[src/rtl/vscan_pkg.sv]
`timescale 1ns/1ps
package vscan_pkg;
  // Strobes from the scan control to the address datapath; at most one is set.
  typedef struct packed {
    logic load;     // capture configuration and restart at the base
    logic step;     // advance one half-word
    logic nextLine; // jump to the start of the next line
  } scanStrobes_t;
endpackage

[src/rtl/vscan_lane_swap.sv]
`timescale 1ns/1ps
module vscan_lane_swap #(
  parameter int DATA_W = 32
) (
  input  logic [DATA_W-1:0] rdData,
  input  logic              hwSwap,
  input  logic              byteSwap,
  output logic [DATA_W-1:0] swapData
);
  localparam int HALVES = DATA_W / 16;

  logic [DATA_W-1:0] byteStage;

  for (genvar h = 0; h < HALVES; h++) begin : g_half
    // byte exchange inside half-word h
    assign byteStage[16*h +: 16] = byteSwap ?
      {rdData[16*h +: 8], rdData[16*h+8 +: 8]} : rdData[16*h +: 16];
    // half-word order reversal across the word
    assign swapData[16*h +: 16] = hwSwap ?
      byteStage[16*(HALVES-1-h) +: 16] : byteStage[16*h +: 16];
  end
endmodule

[src/rtl/vscan_ctrl.sv]
`timescale 1ns/1ps
module vscan_ctrl
  import vscan_pkg::*;
#(
  parameter int PW_W   = 11,
  parameter int LINE_W = 10
) (
  input  logic              clk,
  input  logic              rstN,
  input  logic [PW_W-1:0]   cfgPageWidth,
  input  logic [LINE_W-1:0] cfgLineLast,
  input  logic              pixReq,
  input  logic              lineAdv,
  output scanStrobes_t      strobes,
  output logic [PW_W-1:0]   curPageWidth,
  output logic [LINE_W-1:0] curLineLast,
  output logic              frameDone
);
  logic              loadPending;
  logic [PW_W-1:0]   pixCnt;
  logic [LINE_W-1:0] lineCnt;
  logic              lastLine;
  logic              wrap;
  logic              lineFull;

  assign lastLine = (lineCnt == curLineLast);
  assign wrap     = lineAdv && !loadPending && lastLine;
  assign lineFull = (pixCnt == curPageWidth);

  always_comb begin
    strobes          = '0;
    strobes.load     = loadPending || wrap;
    strobes.nextLine = lineAdv && !strobes.load;
    strobes.step     = pixReq && !lineAdv && !strobes.load && !lineFull;
  end

  always_ff @(posedge clk) begin
    if (!rstN) begin
      loadPending  <= 1'b1;
      pixCnt       <= '0;
      lineCnt      <= '0;
      curPageWidth <= '0;
      curLineLast  <= '0;
      frameDone    <= 1'b0;
    end else begin
      frameDone <= wrap;
      if (strobes.load) begin
        loadPending  <= 1'b0;
        pixCnt       <= '0;
        lineCnt      <= '0;
        curPageWidth <= cfgPageWidth;
        curLineLast  <= cfgLineLast;
      end else if (strobes.nextLine) begin
        pixCnt  <= '0;
        lineCnt <= lineCnt + 1'b1;
      end else if (strobes.step) begin
        pixCnt <= pixCnt + 1'b1;
      end
    end
  end
endmodule

[src/rtl/vscan_datapath.sv]
`timescale 1ns/1ps
module vscan_datapath
  import vscan_pkg::*;
#(
  parameter int HW_W   = 21,
  parameter int BANK_W = 7,
  parameter int PW_W   = 11,
  parameter int OFF_W  = 11,
  parameter int LINE_W = 10,
  parameter int DATA_W = 32
) (
  input  logic                   clk,
  input  logic                   rstN,
  input  scanStrobes_t           strobes,
  input  logic [HW_W-1:0]        cfgBase,
  input  logic [BANK_W-1:0]      cfgBank,
  input  logic [OFF_W-1:0]       cfgOffset,
  input  logic [PW_W-1:0]        curPageWidth,
  input  logic [LINE_W-1:0]      curLineLast,
  input  logic [DATA_W-1:0]      rdData,
  input  logic                   cfgHwSwap,
  input  logic                   cfgByteSwap,
  output logic [BANK_W+HW_W-1:0] memAddr,
  output logic [HW_W-1:0]        frameEnd,
  output logic [DATA_W-1:0]      swapData
);
  localparam int SUM_W  = ((PW_W > OFF_W) ? PW_W : OFF_W) + 1;
  localparam int CNT_W  = LINE_W + 1;
  localparam int PROD_W = SUM_W + CNT_W;

  logic [HW_W-1:0]   baseQ;
  logic [BANK_W-1:0] bankQ;
  logic [OFF_W-1:0]  offsetQ;
  logic [HW_W-1:0]   lineStart;
  logic [HW_W-1:0]   hwPtr;
  logic [SUM_W-1:0]  lineSpan;
  logic [CNT_W-1:0]  lineTotal;
  logic [PROD_W-1:0] frameSpan;
  logic [HW_W-1:0]   nextStart;

  assign lineSpan  = SUM_W'(curPageWidth) + SUM_W'(offsetQ);
  assign lineTotal = CNT_W'(curLineLast) + CNT_W'(1);
  assign frameSpan = PROD_W'(lineSpan) * PROD_W'(lineTotal);
  assign frameEnd  = baseQ + HW_W'(frameSpan);
  assign nextStart = lineStart + HW_W'(lineSpan);
  assign memAddr   = {bankQ, hwPtr};

  always_ff @(posedge clk) begin
    if (!rstN) begin
      baseQ     <= '0;
      bankQ     <= '0;
      offsetQ   <= '0;
      lineStart <= '0;
      hwPtr     <= '0;
    end else if (strobes.load) begin
      baseQ     <= cfgBase;
      bankQ     <= cfgBank;
      offsetQ   <= cfgOffset;
      lineStart <= cfgBase;
      hwPtr     <= cfgBase;
    end else if (strobes.nextLine) begin
      lineStart <= nextStart;
      hwPtr     <= nextStart;
    end else if (strobes.step) begin
      hwPtr <= hwPtr + HW_W'(1);
    end
  end

  vscan_lane_swap #(.DATA_W(DATA_W)) u_swap (
    .rdData   (rdData),
    .hwSwap   (cfgHwSwap),
    .byteSwap (cfgByteSwap),
    .swapData (swapData)
  );
endmodule

[src/rtl/vscan_addr_gen.sv]
`timescale 1ns/1ps
module vscan_addr_gen
  import vscan_pkg::*;
#(
  parameter int HW_W   = 21,
  parameter int BANK_W = 7,
  parameter int PW_W   = 11,
  parameter int OFF_W  = 11,
  parameter int LINE_W = 10,
  parameter int DATA_W = 32
) (
  input  logic                   clk,
  input  logic                   rstN,
  input  logic [HW_W-1:0]        cfgBase,
  input  logic [BANK_W-1:0]      cfgBank,
  input  logic [PW_W-1:0]        cfgPageWidth,
  input  logic [OFF_W-1:0]       cfgOffset,
  input  logic [LINE_W-1:0]      cfgLineLast,
  input  logic                   cfgHwSwap,
  input  logic                   cfgByteSwap,
  input  logic                   pixReq,
  input  logic                   lineAdv,
  input  logic [DATA_W-1:0]      rdData,
  output logic [BANK_W+HW_W-1:0] memAddr,
  output logic [DATA_W-1:0]      swapData,
  output logic [HW_W-1:0]        frameEnd,
  output logic                   frameDone
);
  scanStrobes_t      strobes;
  logic [PW_W-1:0]   curPageWidth;
  logic [LINE_W-1:0] curLineLast;

  vscan_ctrl #(.PW_W(PW_W), .LINE_W(LINE_W)) u_ctrl (
    .clk          (clk),
    .rstN         (rstN),
    .cfgPageWidth (cfgPageWidth),
    .cfgLineLast  (cfgLineLast),
    .pixReq       (pixReq),
    .lineAdv      (lineAdv),
    .strobes      (strobes),
    .curPageWidth (curPageWidth),
    .curLineLast  (curLineLast),
    .frameDone    (frameDone)
  );

  vscan_datapath #(
    .HW_W(HW_W), .BANK_W(BANK_W), .PW_W(PW_W),
    .OFF_W(OFF_W), .LINE_W(LINE_W), .DATA_W(DATA_W)
  ) u_dp (
    .clk          (clk),
    .rstN         (rstN),
    .strobes      (strobes),
    .cfgBase      (cfgBase),
    .cfgBank      (cfgBank),
    .cfgOffset    (cfgOffset),
    .curPageWidth (curPageWidth),
    .curLineLast  (curLineLast),
    .rdData       (rdData),
    .cfgHwSwap    (cfgHwSwap),
    .cfgByteSwap  (cfgByteSwap),
    .memAddr      (memAddr),
    .frameEnd     (frameEnd),
    .swapData     (swapData)
  );
endmodule

[config.mk]
export PLATFORM = sky130hd
export DESIGN_NAME = vscan_addr_gen
export DESIGN_NICKNAME = d
export VERILOG_FILES = /design/src/rtl/vscan_pkg.sv /design/src/rtl/vscan_lane_swap.sv /design/src/rtl/vscan_ctrl.sv /design/src/rtl/vscan_datapath.sv /design/src/rtl/vscan_addr_gen.sv
export SDC_FILE = /design/constraint.sdc
export NUM_CORES = 1
export LEC_CHECK = 0
export BUFFER_PORTS_ARGS = -buffer_cell sky130_fd_sc_hd__buf_2
export CORE_MARGIN = 4
export CORE_UTILIZATION = 55
export DETAILED_ROUTE_END_ITERATION = 16
export GPL_ROUTABILITY_DRIVEN = 1
export PLACE_DENSITY = 0.8
export RECOVER_POWER = 50
export REMOVE_ABC_BUFFERS = 1
export SETUP_SLACK_MARGIN = 0.3
export SLEW_MARGIN = 20
export SYNTH_ARGS = -nofsm -noshare
export SYNTH_HDL_FRONTEND = slang
export SYNTH_SLANG_ARGS = --single-unit
[constraint.sdc]
create_clock -name clk -period 16.1 [get_ports clk]
set_input_delay 2.415 -clock clk [delete_from_list [all_inputs] [get_ports clk]]
set_output_delay 2.415 -clock clk [all_outputs]
set_load 0.03 [all_outputs]
==> metrics.txt <==
Max-Cap Viols=1; Via density=5.62; Power Internal=0.783 mW; clock share of power=30.7%; Starting Density=55.8%; Area Growth Syn to Fin=13.1%; HPWL after DPL=23500 um; number of diodes=0; Req. time, crit path=13.69 ns; total power=1.31 mW; most frequent cells in the layout=nand2_1 (251), inv_1 (180), buf_2 (147), a21oi_1 (128), dfxtp_1 (125); CP dominant cell by count=fa_1; Worst Path Arrival=7.63 ns; Fillers=1896; via count of the first global-routing pass=10700; multi-input logic area=8630 um2; Wirelength per Cell=16.3 um; RePlAce Congestion=0.938; failing checks=capacitance limit, slew limit; Switch Pwr=0.528 mW; Pleak=6.37 nW; fmax=0.0996 GHz; Yosys cell types=68; final WL=30700 um; clk_skew=0.0152 ns; largest net degree at the start of global routing=94; Inserted Clock Buffers=17; storage element area=2500 um2; drt drc=0; port buffer count=179; peak fanout along the critical path=12; Sw Ratio=40.3%; register share of total power=26.7%; startpoint types=register; asr flop ratio synth=0%; Starting DRT DRC Count=667; post-CTS setup buffers=0; Final Cycle Share=62.4%; outcome=complete, but fails checks; CTS Hold Bufs=0; worst-margin pin slew=3.97 ns; top_reg_cell synth=dfxtp_1; global-route wire length before repair=51900 um; peak supply drop=78.9 uV; min Tclk post-route=10.05 ns; first-pass detailed-route iteration total=6; clk buf depth=2; slowest CP cell=fa_1; Clk pin slew, worst setup/hold paths=0.06 ns; CP top delay family=adder cells; most area-hungry cell type in the Yosys netlist=dfxtp_1; root buf cell=clkbuf_16; Total GRT Usage=25.8%; EDFF count, synth=0; H-tree depth=4; WS Path Type=register to output port; unrepaired setup endpoints after global routing=no; commonest non-fill, non-tap cell in the layout=nand2_1; worst hold path type=register to register; Synth warnings=0; GR Overflow Total=0; CTS Sinks=125; CP Buf/Inv Count=4; Max Slew Vio Count=94; Synth Instances=1446; cts repair resizes=0; Worst-Skew Late Latency=0.42 ns; initial antenna violation count=0; synthesis-stage register bit count=125; Cell Rows=54; Power Dens Cells=95.4 nW/um2; ANT nets after route=0; proportion of power drawn by combinational gates=42.6%; via count=10500; Ports=180; synthesized area per cell=8.40 um2; CTS tree=built; share of layout cells above drive strength 1=15.0%; Chip Height=157 um; Slew headroom=-165%; Die W=157 um; nets=1869; sequential area share after synthesis=20.6%; Yosys top cell area share=20.6%; Crit path largest cell delay=0.59 ns; flop-to-flop setup slack=10.30 ns; core area=21800 um2; largest cells by area after synthesis=dfxtp_1 (21%), fa_1 (18%), ha_1 (7.8%); Critical Path Sink Type=output port; Sum Neg Setup Slack=0 ns; Die ar.=24500 um2; Post-Syn Area=12100 um2; Final Hold Violating Endpoints=0; Setup Viol. Count Final=0
worst paths after layout:
path	start	endpoint	depth (start not counted)
worst max register to register	u_ctrl.curLineLast[0]	u_dp.hwPtr[5]	8
worst max-delay path	u_ctrl.curPageWidth[0]	frameEnd[20]	26
worst min-delay path	u_dp.bankQ[0]	u_dp.bankQ[0]	2
worst min register to register	u_dp.bankQ[0]	u_dp.bankQ[0]	2
layout make-up:
| cell class | instances | area share [%] |
|---|---|---|
| Timing Repair Buffer | 192 | 6.91 |
| Clock buffer | 20 | 3.32 |
| Multi-Input combinational cell | 1066 | 62.8 |
| Tap cell | 280 | 2.55 |
| Sequential cell | 125 | 18.2 |
| Inverter | 183 | 5.00 |
| Clock inverter | 12 | 1.17 |
per-layer routing:
| layer | routed length (um) | vias up | GRT usage, % |
|---|---|---|---|
| met5 | 0 | - | 0 |
| met4 | 669 | 0 | 7.19 |
| met3 | 2070 | 52 | 4.51 |
| met2 | 14800 | 394 | 43.0 |
| met1 | 13100 | 5064 | 34.9 |
| li1 | - | 5035 | - |
metrics by stage:
stage | hold WS, ns | instances | util (%) | area (um2) | worst slack [ns]
6_report | 0.451 | 1878 | 63.1 | 13700 | 6.05
5_1_grt | 0.472 | 1878 | 63.1 | 13700 | 5.53
4_1_cts | 0.452 | 1878 | 63.4 | 13800 | 6.09
3_5_place_dp | 0.444 | 1846 | 60.5 | 13200 | 6.60
3_3_place_gp | 0.436 | 1846 | 60.5 | 13200 | 6.72
2_1_floorplan | 0.432 | 1374 | - | 11800 | 7.14
registers in the layout (all words and copies together), names as in the netlist:
name,count
u_ctrl.loadPending,1
u_dp.lineStart,21
u_dp.baseQ,21
u_ctrl.lineCnt,10
u_ctrl.pixCnt,11
u_dp.hwPtr,21
u_ctrl.frameDone,1
u_ctrl.curLineLast,10
u_dp.offsetQ,11
u_ctrl.curPageWidth,11
u_dp.bankQ,7
power groups by stage:
| stage | combinational, mW | clock [mW] | sequential (mW) |
|---|---|---|---|
| 2_1_floorplan | 0.402 | 0 | 0.362 |
| 3_3_place_gp | 0.549 | 0 | 0.355 |
| 3_5_place_dp | 0.560 | 0 | 0.356 |
| 4_1_cts | 0.564 | 0.406 | 0.349 |
| 5_1_grt | 0.623 | 0.421 | 0.353 |
| 6_report | 0.558 | 0.403 | 0.350 |
logic make-up after synthesis:
family	synth area share, %
XOR/XNOR	8.50
buffers and inverters	8.34
multiplexers	6.20
adder cells (fa/ha/maj)	26.0
AND/OR/NAND/NOR	17.5
flip-flops	20.6
AO/OA/AOI/OAI	12.9
cell usage after synthesis (6+ instances only):
cell type,count
a211oi_1,6
a21o_1,13
a21oi_1,128
a31oi_1,13
and2_1,40
and3_1,16
buf_2,20
clkbuf_1,44
dfxtp_1,125
fa_1,110
ha_1,76
inv_1,179
mux4_2,32
nand2_1,251
nand2b_1,14
nand3_1,25
nand4_1,19
nor2_1,64
nor3_1,14
o211ai_1,6
o21a_1,10
o21ai_0,45
xnor2_1,52
xor2_1,64
worst reg2reg max path: cells and delay by family, from the launching register on:
kind / cells / cell delay, ns
AOI/OAI and AO/OA: 4 / 1.03
xor gates and xnor gates: 1 / 0.22
buffers and inverters: 1 / 2.79
DFF: 1 / 0.66
and+or+nand+nor: 2 / 1.03
Note: power is estimated with default switching activity, not from simulation.
